### src/rtl/auxclk_pkg.sv
package auxclk_pkg;

    localparam int DIV_W_DEF  = 6;
    localparam int SYNC_N_DEF = 2;

    typedef enum logic [1:0] {
        AUX_FULL   = 2'b00,
        AUX_HALF   = 2'b01,
        AUX_BACKUP = 2'b10,
        AUX_PARK   = 2'b11
    } aux_mode_e;

    // true when both modes drive the divided clock
    function automatic logic same_source(aux_mode_e a, aux_mode_e b);
        logic a_div;
        logic b_div;
        a_div = (a == AUX_FULL) || (a == AUX_HALF);
        b_div = (b == AUX_FULL) || (b == AUX_HALF);
        return a_div && b_div;
    endfunction

endpackage

### src/rtl/auxclk_cfg.sv
module auxclk_cfg
    import auxclk_pkg::*;
#(
    parameter int DIV_W = DIV_W_DEF
) (
    input  logic             clk_i,
    input  logic             por_n_i,
    input  logic             hrst_n_i,
    input  logic             wr_en_i,
    input  logic [DIV_W-1:0] wr_div_i,
    input  logic [1:0]       wr_mode_i,
    output logic [DIV_W-1:0] div_o,
    output aux_mode_e        mode_o
);

    typedef struct packed {
        logic [DIV_W-1:0] div;
        aux_mode_e        mode;
    } cfg_t;

    cfg_t cfg_d;
    cfg_t cfg_q;

    always_comb begin
        cfg_d = cfg_q;
        if (!por_n_i) begin
            cfg_d.div  = '0;
            cfg_d.mode = AUX_FULL;
        end else if (!hrst_n_i) begin
            cfg_d.mode = AUX_FULL;
        end else if (wr_en_i) begin
            cfg_d.div  = wr_div_i;
            cfg_d.mode = aux_mode_e'(wr_mode_i);
        end
    end

    always_ff @(posedge clk_i) begin
        cfg_q <= cfg_d;
    end

    assign div_o  = cfg_q.div;
    assign mode_o = cfg_q.mode;

endmodule

### src/rtl/auxclk_sync.sv
module auxclk_sync #(
    parameter int STAGES = 2
) (
    input  logic clk_i,
    input  logic rst_n_i,
    input  logic async_i,
    output logic sync_o,
    output logic sync_prev_o
);

    localparam int DEPTH = STAGES + 1;

    logic [DEPTH-1:0] chain_d;
    logic [DEPTH-1:0] chain_q;

    always_comb begin
        chain_d = chain_q;
        if (!rst_n_i) begin
            chain_d = '0;
        end else begin
            chain_d[0] = async_i;
            for (int i = 1; i < DEPTH; i++) begin
                chain_d[i] = chain_q[i-1];
            end
        end
    end

    always_ff @(posedge clk_i) begin
        chain_q <= chain_d;
    end

    // last synchronizer stage, and one more stage for edge detection
    assign sync_o      = chain_q[STAGES-1];
    assign sync_prev_o = chain_q[DEPTH-1];

endmodule

### src/rtl/auxclk_divcore.sv
module auxclk_divcore
    import auxclk_pkg::*;
#(
    parameter int DIV_W = DIV_W_DEF
) (
    input  logic             clk_i,
    input  logic             por_n_i,
    input  logic             hrst_n_i,
    input  logic [DIV_W-1:0] div_i,
    output logic             div_clk_o,
    output logic [DIV_W-1:0] act_o,
    output logic [DIV_W-1:0] cnt_o
);

    typedef struct packed {
        logic [DIV_W-1:0] cnt;
        logic [DIV_W-1:0] act;
        logic             ph;
    } div_t;

    div_t dv_d;
    div_t dv_q;

    logic phase_end;

    assign phase_end = (dv_q.cnt == dv_q.act);

    always_comb begin
        dv_d = dv_q;
        if (!por_n_i) begin
            dv_d.cnt = '0;
            dv_d.act = '0;
            dv_d.ph  = 1'b1;
        end else if (!hrst_n_i) begin
            dv_d.cnt = '0;
            dv_d.act = div_i;
            dv_d.ph  = 1'b1;
        end else if (phase_end) begin
            dv_d.cnt = '0;
            dv_d.ph  = ~dv_q.ph;
            // end of low phase: next period starts, adopt new factor
            if (!dv_q.ph) begin
                dv_d.act = div_i;
            end
        end else begin
            dv_d.cnt = DIV_W'(dv_q.cnt + 1'b1);
        end
    end

    always_ff @(posedge clk_i) begin
        dv_q <= dv_d;
    end

    assign div_clk_o = dv_q.ph;
    assign act_o     = dv_q.act;
    assign cnt_o     = dv_q.cnt;

endmodule

### src/rtl/auxclk_outsel.sv
module auxclk_outsel
    import auxclk_pkg::*;
(
    input  logic      clk_i,
    input  logic      rst_n_i,
    input  aux_mode_e mode_i,
    input  logic      div_clk_i,
    input  logic      bak_i,
    input  logic      bak_prev_i,
    output logic      aux_o,
    output logic      half_o,
    output aux_mode_e sel_o
);

    typedef struct packed {
        aux_mode_e sel;
        logic      aux;
        logic      half;
        logic      div_prev;
    } sel_t;

    sel_t st_d;
    sel_t st_q;

    logic [3:0] src_val;
    logic [3:0] src_rise;
    logic       switch_ok;

    always_comb begin
        src_val[AUX_FULL]    = div_clk_i;
        src_val[AUX_HALF]    = div_clk_i;
        src_val[AUX_BACKUP]  = bak_i;
        src_val[AUX_PARK]    = 1'b1;
        src_rise[AUX_FULL]   = div_clk_i && !st_q.div_prev;
        src_rise[AUX_HALF]   = div_clk_i && !st_q.div_prev;
        src_rise[AUX_BACKUP] = bak_i && !bak_prev_i;
        src_rise[AUX_PARK]   = 1'b1;
    end

    always_comb begin
        switch_ok = (st_q.sel != mode_i) && st_q.aux &&
                    (same_source(st_q.sel, mode_i) || src_rise[mode_i]);
    end

    always_comb begin
        st_d          = st_q;
        st_d.div_prev = div_clk_i;
        if (!rst_n_i) begin
            st_d.sel      = AUX_FULL;
            st_d.aux      = 1'b1;
            st_d.half     = 1'b0;
            st_d.div_prev = 1'b1;
        end else begin
            if (switch_ok) begin
                st_d.sel = mode_i;
            end
            st_d.aux  = src_val[st_d.sel];
            st_d.half = (st_d.sel == AUX_HALF);
        end
    end

    always_ff @(posedge clk_i) begin
        st_q <= st_d;
    end

    assign aux_o  = st_q.aux;
    assign half_o = st_q.half;
    assign sel_o  = st_q.sel;

endmodule

### src/rtl/auxclk_gen.sv
module auxclk_gen
    import auxclk_pkg::*;
#(
    parameter int DIV_W  = DIV_W_DEF,
    parameter int SYNC_N = SYNC_N_DEF
) (
    input  logic             clk_i,
    input  logic             por_n_i,
    input  logic             hrst_n_i,
    input  logic             bak_clk_i,
    input  logic             wr_en_i,
    input  logic [DIV_W-1:0] wr_div_i,
    input  logic [1:0]       wr_mode_i,
    output logic [DIV_W-1:0] div_rd_o,
    output logic [1:0]       mode_rd_o,
    output logic             aux_clk_o,
    output logic             half_drive_o
);

    logic             rst_all_n;
    logic [DIV_W-1:0] cfg_div;
    aux_mode_e        cfg_mode;
    logic             div_clk;
    logic [DIV_W-1:0] act_div;
    logic [DIV_W-1:0] cnt_div;
    logic             bak_s;
    logic             bak_s_prev;
    aux_mode_e        sel_mode;

    assign rst_all_n = por_n_i && hrst_n_i;

    auxclk_cfg #(.DIV_W(DIV_W)) u_cfg (
        .clk_i     (clk_i),
        .por_n_i   (por_n_i),
        .hrst_n_i  (hrst_n_i),
        .wr_en_i   (wr_en_i),
        .wr_div_i  (wr_div_i),
        .wr_mode_i (wr_mode_i),
        .div_o     (cfg_div),
        .mode_o    (cfg_mode)
    );

    auxclk_divcore #(.DIV_W(DIV_W)) u_div (
        .clk_i     (clk_i),
        .por_n_i   (por_n_i),
        .hrst_n_i  (hrst_n_i),
        .div_i     (cfg_div),
        .div_clk_o (div_clk),
        .act_o     (act_div),
        .cnt_o     (cnt_div)
    );

    auxclk_sync #(.STAGES(SYNC_N)) u_bak_sync (
        .clk_i       (clk_i),
        .rst_n_i     (rst_all_n),
        .async_i     (bak_clk_i),
        .sync_o      (bak_s),
        .sync_prev_o (bak_s_prev)
    );

    auxclk_outsel u_sel (
        .clk_i      (clk_i),
        .rst_n_i    (rst_all_n),
        .mode_i     (cfg_mode),
        .div_clk_i  (div_clk),
        .bak_i      (bak_s),
        .bak_prev_i (bak_s_prev),
        .aux_o      (aux_clk_o),
        .half_o     (half_drive_o),
        .sel_o      (sel_mode)
    );

    assign div_rd_o  = cfg_div;
    assign mode_rd_o = cfg_mode;

endmodule

### config.mk
export PLATFORM = sky130hd
export DESIGN_NAME = auxclk_gen
export DESIGN_NICKNAME = d
export VERILOG_FILES = /design/src/rtl/auxclk_pkg.sv /design/src/rtl/auxclk_cfg.sv /design/src/rtl/auxclk_sync.sv /design/src/rtl/auxclk_divcore.sv /design/src/rtl/auxclk_outsel.sv /design/src/rtl/auxclk_gen.sv
export SDC_FILE = /design/constraint.sdc
export NUM_CORES = 1
export LEC_CHECK = 0
export CAP_MARGIN = 20
export CORE_ASPECT_RATIO = 0.6
export CORE_MARGIN = 4
export CORE_UTILIZATION = 50
export CTS_BUF_LIST = sky130_fd_sc_hd__clkbuf_16
export DETAILED_ROUTE_END_ITERATION = 7
export PLACE_DENSITY = 0.85
export SETUP_SLACK_MARGIN = 0.3
export SLEW_MARGIN = 5
export SYNTH_ARGS = -nofsm -noshare
export SYNTH_HDL_FRONTEND = slang
export SYNTH_SLANG_ARGS = --single-unit
### constraint.sdc
create_clock -name clk_i -period 2.99 [get_ports clk_i]
set_clock_uncertainty 0.15 [all_clocks]
set_input_delay 0.598 -clock clk_i [delete_from_list [all_inputs] [get_ports clk_i]]
set_output_delay 0.598 -clock clk_i [all_outputs]
set_load 0.01 [all_outputs]
==> key figures, run 1 <==
Clock network
  – Worst-path clk slew: 0.04 ns
  – Clock root cell: clkbuf_16
  – Total CTS buffers: 5
  – Post_cts resized: 0
  – H-tree depth: 2
  – Clock Sinks: 29
  – CTS tree: built
  – Worst-Skew Late Latency: 0.27 ns
  – Post-CTS Hold Buffers: 0
  – Clock buffer depth: 2
  – # Post-CTS Setup Buffers: 0

Timing
  – Setup violators final: 0
  – RSZ-0062 raised after global routing: false
  – Slew @ Worst Pin: 0.462 ns
  – Maximum clock frequency: slightly below 500 MHz
  – Worst rel slew slack: slightly below 70%
  – Sum Neg Setup Slack: 0 ns
  – Final period util: 67.9%
  – Final worst setup slack: around 0.96 ns
  – Crit path time final: around 2.0 ns
  – Slew Viols, Final: 0
  – Final hold violations: 0

Route
  – DRC: 0
  – Antenna Nets Post-Route: 0
  – DR WL/cell: between 10 and 15 µm
  – Drt pass-1 iters: 5
  – Drt total wl: between 2000 and 3000 µm
  – Vias after detailed routing: about 1000
  – Vias per cell: around 5.3
  – Initial DRC Count: 32

Placed design
  – Final GP Congestion: ~0.72
  – Place WS: around 0.73 ns
  – Hpwl dp: roughly 1900 µm
  – Port Buffers: 22

Worst setup path
  – Worst EP arrival: about 1.3 ns
  – Critical path's slowest cell: clkdlybuf4s50_1
  – Kind of critical path: reg2out
  – CP Capture Type: output port
  – Reg2reg start: u_div.cnt_o[1]
  – CP Max Fanout: 6
  – Slowest stage delay, CP: a little under 0.6 ns
  – Crit path launch type: flip-flop
  – CP cell instances: clkdlybuf4s50_1
  – Required time of the critical path: between 2 and 2.5 ns
  – Worst Setup SP: u_sel.aux_o
  – Largest delay share family, worst path: buffers and inverters
  – Bufs and invs on worst path: 1
  – FF-to-FF setup slack: 1.41 ns

Floorplanning
  – Die Area: approximately 3200 µm²
  – Number of core rows: 13
  – Top Ports: 23
  – Die X: roughly 71 µm
  – Die H: between 40 and 50 µm
  – Area of the core: approximately 2200 µm²
  – Starting Density: between 50% and 60%

Synthesis
  – Netlist cell types: 30
  – Synthesized instance count: 127
  – Yosys reg bits: 29
  – Synth Area in XOR/XNOR: 7.39%
  – Register area share after synthesis: approximately 49%
  – Async S/R FF share, synth: 0%
  – Compound-Gate Fraction of Synth Area: about 12%
  – Mapped Area: roughly 1200 µm²
  – Synthesized area per cell: approximately 9.3 µm²
  – Synth top area share: roughly half
  – Synth warn: 0
  – Syn nets: ~140
  – Combinational family with the most area after synthesis: simple AND/OR/NAND/NOR gates
  – Count leader, synth: dfxtp_1
  – Largest cells by area after synthesis: dfxtp_1, mux2i_1, nand2_1, xnor2_1, nand3_1
  – Post-synth EDFFs: 0
  – Area share of fa/ha/maj cells after synthesis: approximately 1.1%
  – Most frequent cells after synthesis: dfxtp_1, nand2_1, nand3_1, nor2_1
  – Simple-Gate Fraction of Synth Area: 20.2%
  – Mux cell area share after synthesis: 7.71%
  – Most used DFF post-synth: dfxtp_1
  – Synth area leader: dfxtp_1

Global route
  – Global Route Usage Sum: 19.5%
  – Initial antenna violation count: 0
  – Global-route wire length before repair: about 4500 µm
  – GR peak layer: met2
  – Total gr overflow: 0
  – Grt met3 use: 7.05%
  – Vias in the first global route: around 1000
  – Largest net degree at the start of global routing: 24
  – M1 GR Usage: between 20% and 30%
  – Met2 Use GR: 33.3%

Pwr
  – Maximum VDD drop: just under 400 µV
  – Leak: a little over 0.6 nW
  – Power density over cell area: ~600 nW/µm²

Final layout
  – N_diodes: 0
  – Synth-to-Final Area Change: 31.7%
  – Total area of sequential cells: 581 µm²
  – Share of layout cells above drive strength 1: 5.88%
  – Fill count: around 180
  – Final Net Count: about 170
  – Multi-input gate area in the final layout: around 570 µm²

Run
  – Max_cap viols: 0

Status
  – Outcome: finished clean

Hold path
  – Worst Min Path Start: u_div.cnt_o[0]
  – Worst hold path class: reg2reg
-- where the power goes --
part           internal (mW)  switching, mW
Sequential             0.399         0.0102
Clock                  0.297          0.151
Combinational         0.0424         0.0359
Total                  0.738          0.198
-- state kept, by name (all words and copies together) (netlist names) --
signal / cells
u_cfg.div_o: 6
u_bak_sync.chain_q: 3
u_div.cnt_o: 6
u_div.div_clk_o: 1
u_cfg.mode_o: 2
u_sel.half_o: 1
u_sel.aux_o: 1
u_sel.st_q: 1
u_div.act_o: 6
u_sel.sel_o: 2
-- layout make-up --
cell class              instances  share of cell area, %
clock buffers                   5                   8.02
well taps                      30                   2.41
clock inverters                 3                  0.722
multi-input cells              90                   36.3
flip-flops and latches         29                   37.2
repair buffers                 23                   14.6
inverters                       3                  0.722
-- placed cells by master, fill, tap and decap left out, types with 2 or more instances in the layout --
master | Yosys | final
and2_1 | 2 | 2
nand2_1 | 21 | 21
dfxtp_1 | 29 | 29
and3_1 | 4 | 4
clkdlybuf4s50_1 | 0 | 22
nor2b_1 | 2 | 2
nand2b_1 | 2 | 2
nor2_1 | 9 | 9
xnor2_1 | 8 | 8
xor2_1 | 2 | 2
nand3_1 | 9 | 9
clkbuf_16 | 0 | 5
o21ai_1 | 2 | 2
inv_1 | 3 | 6
a21boi_0 | 6 | 6
mux2i_1 | 8 | 8
a21oi_1 | 2 | 2
-- kinds of logic after synthesis --
logic type               Yosys count
adder cells (fa/ha/maj)            1
AND/OR/NAND/NOR                   52
buffers and inverters              8
multiplexers                       9
XOR/XNOR                          10
flip-flops                        29
AO/OA/AOI/OAI                     18
-- worst register-to-register path, stage by stage, from the launching register on --
cell and delay [ns]:
dfxtp_1 0.37, xnor2_1 0.16, nand4_1 0.18, o31a_1 0.41, mux2i_1 0.17
-- final timing paths --
check	end	cells past startpoint
max	aux_clk_o	1
min	u_div.cnt_o[0]	1
max reg2reg	u_div.act_o[1]	4
min reg2reg	u_div.cnt_o[0]	1
-- metal layers --
layer / share of wire [%] / up-vias
met5: 0 / -
met4: 4.2 / 0
met3: 5.2 / 17
met2: 47 / 30
met1: 44 / 444
li1: - / 485
-- stage by stage --
step / area, µm² / hold slack, ns / std cells / util (%) / total power [mW]
after floorplan: 1180 / 0.287 / 127 / - / 0.459
after global placement: 1420 / 0.298 / 175 / 64.4 / 0.490
after detailed placement: 1420 / 0.310 / 175 / 64.4 / 0.494
after CTS: 1560 / 0.328 / 183 / 70.5 / 0.944
after global routing: 1560 / 0.362 / 183 / 70.5 / 0.975
final: 1560 / 0.322 / 183 / 70.5 / 0.936
Power figures use the tool's default switching activity.
==> run 2, diff against run 1 <==
--- a/config.mk
+++ b/config.mk
@@ -8,10 +8,10 @@
 export CAP_MARGIN = 20
 export CORE_ASPECT_RATIO = 0.6
 export CORE_MARGIN = 4
-export CORE_UTILIZATION = 50
+export CORE_UTILIZATION = 49
 export CTS_BUF_LIST = sky130_fd_sc_hd__clkbuf_16
 export DETAILED_ROUTE_END_ITERATION = 7
-export PLACE_DENSITY = 0.85
+export PLACE_DENSITY = 0.84
 export SETUP_SLACK_MARGIN = 0.3
 export SLEW_MARGIN = 5
 export SYNTH_ARGS = -nofsm -noshare
==> constraint.sdc (replaced) <==
create_clock -name clk_i -period 1.9 [get_ports clk_i]
set_clock_uncertainty 0.15 [all_clocks]
set_input_delay 0.38 -clock clk_i [delete_from_list [all_inputs] [get_ports clk_i]]
set_output_delay 0.38 -clock clk_i [all_outputs]
set_load 0.01 [all_outputs]
==> key figures, run 2 (same netlist as run 1, synthesis figures left out) <==
Status
  – Outcome: finished clean

Clock network
  – H-tree depth: 2
  – Clock root cell: clkbuf_16
  – Clock buffer depth: 2
  – CTS tree: built
  – Worst-Skew Late Latency: between 0.2 and 0.3 ns
  – Total CTS buffers: 5
  – Worst-path clk slew: roughly 0.050 ns
  – Post-CTS Hold Buffers: 0
  – Clock Sinks: 29

Timing
  – Maximum clock frequency: roughly 640 MHz
  – Final hold violations: 0
  – Slew Viols, Final: 0
  – Final period util: between 80% and 90%
  – Sum Neg Setup Slack: 0 ns
  – RSZ-0062 raised after global routing: true
  – Worst rel slew slack: between 70% and 80%
  – Setup violators final: 0
  – Crit path time final: between 1.5 and 2 ns
  – Slew @ Worst Pin: 0.440 ns

Final layout
  – Final Net Count: 170
  – Most frequent cells in the layout: dfxtp_1, nand2_1, clkdlybuf4s50_1
  – Synth-to-Final Area Change: 36.0%
  – Final std cells w/o fill: approximately 190
  – Multi-input gate area in the final layout: 582 µm²
  – N_diodes: 0
  – Fill count: roughly 160
  – Commonest non-fill, non-tap cell in the layout: dfxtp_1
  – Share of layout cells above drive strength 1: about 15%
  – Post-layout instance area: roughly 1600 µm²
  – Total area of sequential cells: around 590 µm²

Floorplanning
  – Die Area: roughly 3300 µm²
  – Die X: roughly 71 µm
  – Area of the core: between 2000 and 2500 µm²
  – Number of core rows: 13
  – Die H: around 46 µm
  – Starting Density: about 53%
  – Top Ports: 23

Placed design
  – DP Cell Count: between 150 and 200
  – Area after DPL: roughly 1400 µm²
  – Port Buffers: 22
  – Hpwl dp: around 1800 µm
  – Final GP Congestion: about 0.75

Worst setup path
  – CP Max Fanout: 6
  – CP Capture Type: flip-flop
  – Worst EP arrival: roughly 1.6 ns
  – Kind of critical path: reg2reg
  – Reg2Reg Depth: 4
  – Crit path launch type: flip-flop
  – Required time of the critical path: 1.89 ns

Global route
  – M1 GR Usage: between 10% and 20%
  – GR peak layer: met2
  – Total gr overflow: 0
  – Grt met3 use: slightly below 8%
  – Global-route wire length before repair: ~4000 µm
  – Met2 Use GR: a little over a quarter
  – Largest net degree at the start of global routing: 20
  – Global Route Usage Sum: approximately 17%
  – Vias in the first global route: roughly 900
  – Initial antenna violation count: 0

Route
  – DRC: 0
  – Antenna Nets Post-Route: 0
  – Drt pass-1 iters: 4
  – Vias per cell: roughly 5.2
  – Initial DRC Count: 36
  – DR WL/cell: about 13 µm
  – Vias after detailed routing: 970
  – Drt total wl: around 2500 µm

Pwr
  – Leak: about 0.68 nW
  – Combinational power share: between 8 and 9%
  – Switching part of the total: between 20% and 30%
  – Int Pwr: ~1.2 mW
  – Maximum VDD drop: approximately 600 µV
  – P_sw: ~0.32 mW
  – Power density over cell area: approximately 900 nW/µm²
  – Power share of the sequential group: between 40% and 50%
  – Clock power frac: 48.5%

Hold path
  – Worst hold path class: reg2reg
  – Hold path depth: 2

Run
  – Max_cap viols: 0
## run 2: cell count changes in the layout (fill, tap and decap cells not counted), moves of 3 or more
cell	change
inv_1	-3
dfxtp_2	+6
buf_4	+4
clkdlybuf4s50_1	-11
dlygate4sd2_1	+9
dfxtp_1	-7
## run 2: path summary, 6_finish.rpt
check	to	from	slack [ns]
min reg2reg	u_div.act_o[3]	u_cfg.div_o[3]	0.32
min	u_div.act_o[3]	u_cfg.div_o[3]	0.32
max	u_div.act_o[3]	u_div.cnt_o[5]	0.34
max reg2reg	u_div.act_o[3]	u_div.cnt_o[5]	0.34
## run 2: worst max-delay path, stage by stage (launching register included)
cell	delay (ns)
dfxtp_2	0.32
xnor2_1	0.18
nand4_1	0.18
o31a_1	0.44
mux2i_1	0.16
## run 2: power by group through the flow
stage	clock network (mW)	registers [mW]	logic (mW)
after floorplan	0	0.655	0.0675
after global placement	0	0.654	0.121
after detailed placement	0	0.655	0.124
after CTS	0.739	0.643	0.120
after global routing	0.770	0.645	0.131
final	0.717	0.643	0.120
## run 2: timing repair
item                                    4_1_cts  5_1_grt
pin swaps                                     0        5
endpoints found under the setup margin       10       13
resized for setup                            11       10
cloned                                        0        0
buffers inserted                              0        2
## run 2: per-layer routing
layer,vias up,wire [µm]
met4,0,70
li1,493,-
met5,-,0
met1,444,1110
met3,9,141
met2,24,1190
## run 2: cell type report
cell class / count / share of cell area (%)
Sequential cell: 29 / 36.7
Multi-Input combinational cell: 90 / 36.1
Timing Repair Buffer: 27 / 15.6
Clock buffer: 5 / 7.76
Tap cell: 30 / 2.33
Clock inverter: 3 / 0.776
Inverter: 3 / 0.699
## run 2: stage by stage
| stage | total power [mW] | util (%) | hold slack [ns] | worst slack [ns] |
|---|---|---|---|---|
| after global placement | 0.775 | 64.6 | 0.303 | 0.153 |
| after floorplan | 0.723 | - | 0.287 | 0.447 |
| after CTS | 1.50 | 70.4 | 0.326 | 0.170 |
| after global routing | 1.55 | 72.3 | 0.353 | 0.258 |
| after detailed placement | 0.779 | 64.6 | 0.320 | 0.0965 |
| final | 1.48 | 72.3 | 0.322 | 0.337 |
==> run 3, diff against run 2 <==
==> constraint.sdc (replaced) <==
create_clock -name clk_i -period 1.45 [get_ports clk_i]
set_clock_uncertainty 0.15 [all_clocks]
set_input_delay 0.29 -clock clk_i [delete_from_list [all_inputs] [get_ports clk_i]]
set_output_delay 0.29 -clock clk_i [all_outputs]
set_load 0.01 [all_outputs]
==> key figures, run 3 (same netlist as run 1, synthesis figures left out) <==
Final layout
  – N_diodes: 0
  – Final Util: between 80% and 90%
  – Final std cells w/o fill: 206
  – Commonest non-fill, non-tap cell in the layout: nand2_1
  – Synth-to-Final Area Change: 59.2%
  – Most frequent cells in the layout: nand2_1, buf_4, dfxtp_2
  – Final Net Count: 189
  – Share of layout cells above drive strength 1: 44.3%

Placed design
  – Final GP Congestion: 0.733
  – Hpwl dp: approximately 1900 µm
  – DP Cell Count: approximately 180
  – Port Buffers: 22

Global route
  – Global Route Usage Sum: between 20% and 30%
  – Total gr overflow: 0
  – GR peak layer: met2
  – Initial antenna violation count: 0
  – Largest net degree at the start of global routing: 12
  – M1 GR Usage: 24.4%
  – Vias in the first global route: 1054
  – Grt met3 use: under 10%
  – Met2 Use GR: 35.4%
  – Global-route wire length before repair: 5000 µm

Hold path
  – Hold EP: u_div.cnt_o[0]
  – Hold path depth: 1
  – Worst hold path class: reg2reg
  – Worst Min Path Start: u_div.cnt_o[0]

Status
  – Outcome: complete, but fails checks
  – Failing checks: setup timing

Clock network
  – CTS tree: built
  – Total CTS buffers: 5
  – H-tree depth: 2
  – Clock buffer depth: 2
  – Worst-path clk slew: approximately 0.050 ns
  – Worst-Skew Late Latency: ~0.28 ns
  – Clock root cell: clkbuf_16
  – Clock Sinks: 29

Timing
  – Crit path time final: about 1.6 ns
  – Slew @ Worst Pin: between 0.2 and 0.3 ns
  – Final period util: 108%
  – Maximum clock frequency: about 640 MHz
  – Slew Viols, Final: 0
  – Final worst setup slack: -0.122 ns
  – Setup violators final: 12
  – Worst rel slew slack: between 80% and 90%
  – RSZ-0062 raised after global routing: true
  – Final hold violations: 0

Route
  – DR WL/cell: 17.9 µm
  – Vias after detailed routing: between 1000 and 1500
  – Drt total wl: 3700 µm
  – DRC: 0
  – Antenna Nets Post-Route: 0
  – Initial DRC Count: between 80 and 90
  – Drt pass-1 iters: 4
  – Vias per cell: 5.61

Floorplanning
  – Area of the core: 2230 µm²
  – Starting Density: between 50% and 60%
  – Number of core rows: 13
  – Die H: approximately 46 µm
  – Top Ports: 23
  – Die X: slightly above 70 µm
  – Die Area: between 3000 and 4000 µm²

Worst setup path
  – Required time of the critical path: 1.45 ns
  – Reg2reg end: u_div.act_o[4]
  – Reg2Reg Depth: 5
  – Kind of critical path: reg2reg
  – FF-to-FF setup slack: -0.12 ns
  – CP Max Fanout: 6
  – Worst EP arrival: approximately 1.6 ns
  – CP Capture Type: flip-flop
  – Reg2reg start: u_div.cnt_o[2]
  – Crit path launch type: flip-flop

Pwr
  – Maximum VDD drop: 663 µV
  – Leak: 0.797 nW
  – Power density over cell area: 1090 nW/µm²
  – Design Power: a little over 2 mW

Run
  – Max_cap viols: 0
-- run 3: changes by cell type in the layout (fill, tap and decap cells not counted), moves of 3 or more --
cell | before | now
a21boi_0 | 6 | 3
a21boi_1 | 0 | 3
dlygate4sd2_1 | 9 | 3
buf_4 | 5 | 19
buf_6 | 0 | 14
dfxtp_1 | 22 | 9
dfxtp_2 | 6 | 18
-- run 3: report_power, final --
| part | leakage, nW | internal (mW) | switching [mW] |
|---|---|---|---|
| combinational | 0.478 | 0.138 | 0.111 |
| clock | 0.0748 | 0.620 | 0.347 |
| sequential | 0.244 | 0.823 | 0.0212 |
-- run 3: per-stage QoR --
step | setup WS [ns] | hold WS (ns) | setup TNS, ns | area, µm²
floorplan | 0.0952 | 0.264 | 0 | 1210
global placement | -0.125 | 0.279 | -2.00 | 1510
detailed placement | -0.227 | 0.285 | -2.72 | 1510
CTS | -0.0318 | 0.294 | -0.114 | 1800
global route | -0.173 | 0.334 | -1.60 | 1890
finish | -0.122 | 0.323 | -0.886 | 1890
-- run 3: worst max-delay path by stage --
stage                     slack, ns  cells past startpoint      startpoint        endpoint
after floorplan                 0.1                      5  u_div.cnt_o[3]  u_div.act_o[0]
after global placement        -0.13                      5        hrst_n_i  u_cfg.div_o[5]
after detailed placement      -0.23                      5        hrst_n_i  u_cfg.div_o[4]
after CTS                     -0.03                      5  u_div.act_o[4]  u_div.act_o[4]
after global routing          -0.17                      5  u_div.cnt_o[2]  u_div.act_o[5]
final                         -0.12                      5  u_div.cnt_o[2]  u_div.act_o[4]
-- run 3: what timing repair did --
action | 4_1_cts | 5_1_grt
pin swaps | 3 | 3
buffers inserted | 8 | 7
resized for setup | 79 | 9
hold buffers | 0 | 0
gates cloned | 1 | 0
endpoints found under the setup margin | 39 | 28
-- run 3: worst max-delay path: stages (launching register included) --
cell	delay [ns]
dfxtp_2	0.38
xnor2_1	0.15
nand2_1	0.17
o31a_1	0.32
buf_6	0.14
mux2i_1	0.12
-- run 3: metal layers --
layer	wire [µm]	share of wire (%)
met2	1790	48
met5	0	0
met1	1520	41
met3	211	5.7
met4	174	4.7
-- run 3: cell type report --
cell class / count / area [µm²]
Clock buffer: 5 / 125
Clock inverter: 3 / 13.8
Timing Repair Buffer: 46 / 422
Multi-Input combinational cell: 90 / 664
Fill cell: 99 / 342
Tap cell: 30 / 37.5
Inverter: 3 / 13.8
Sequential cell: 29 / 611
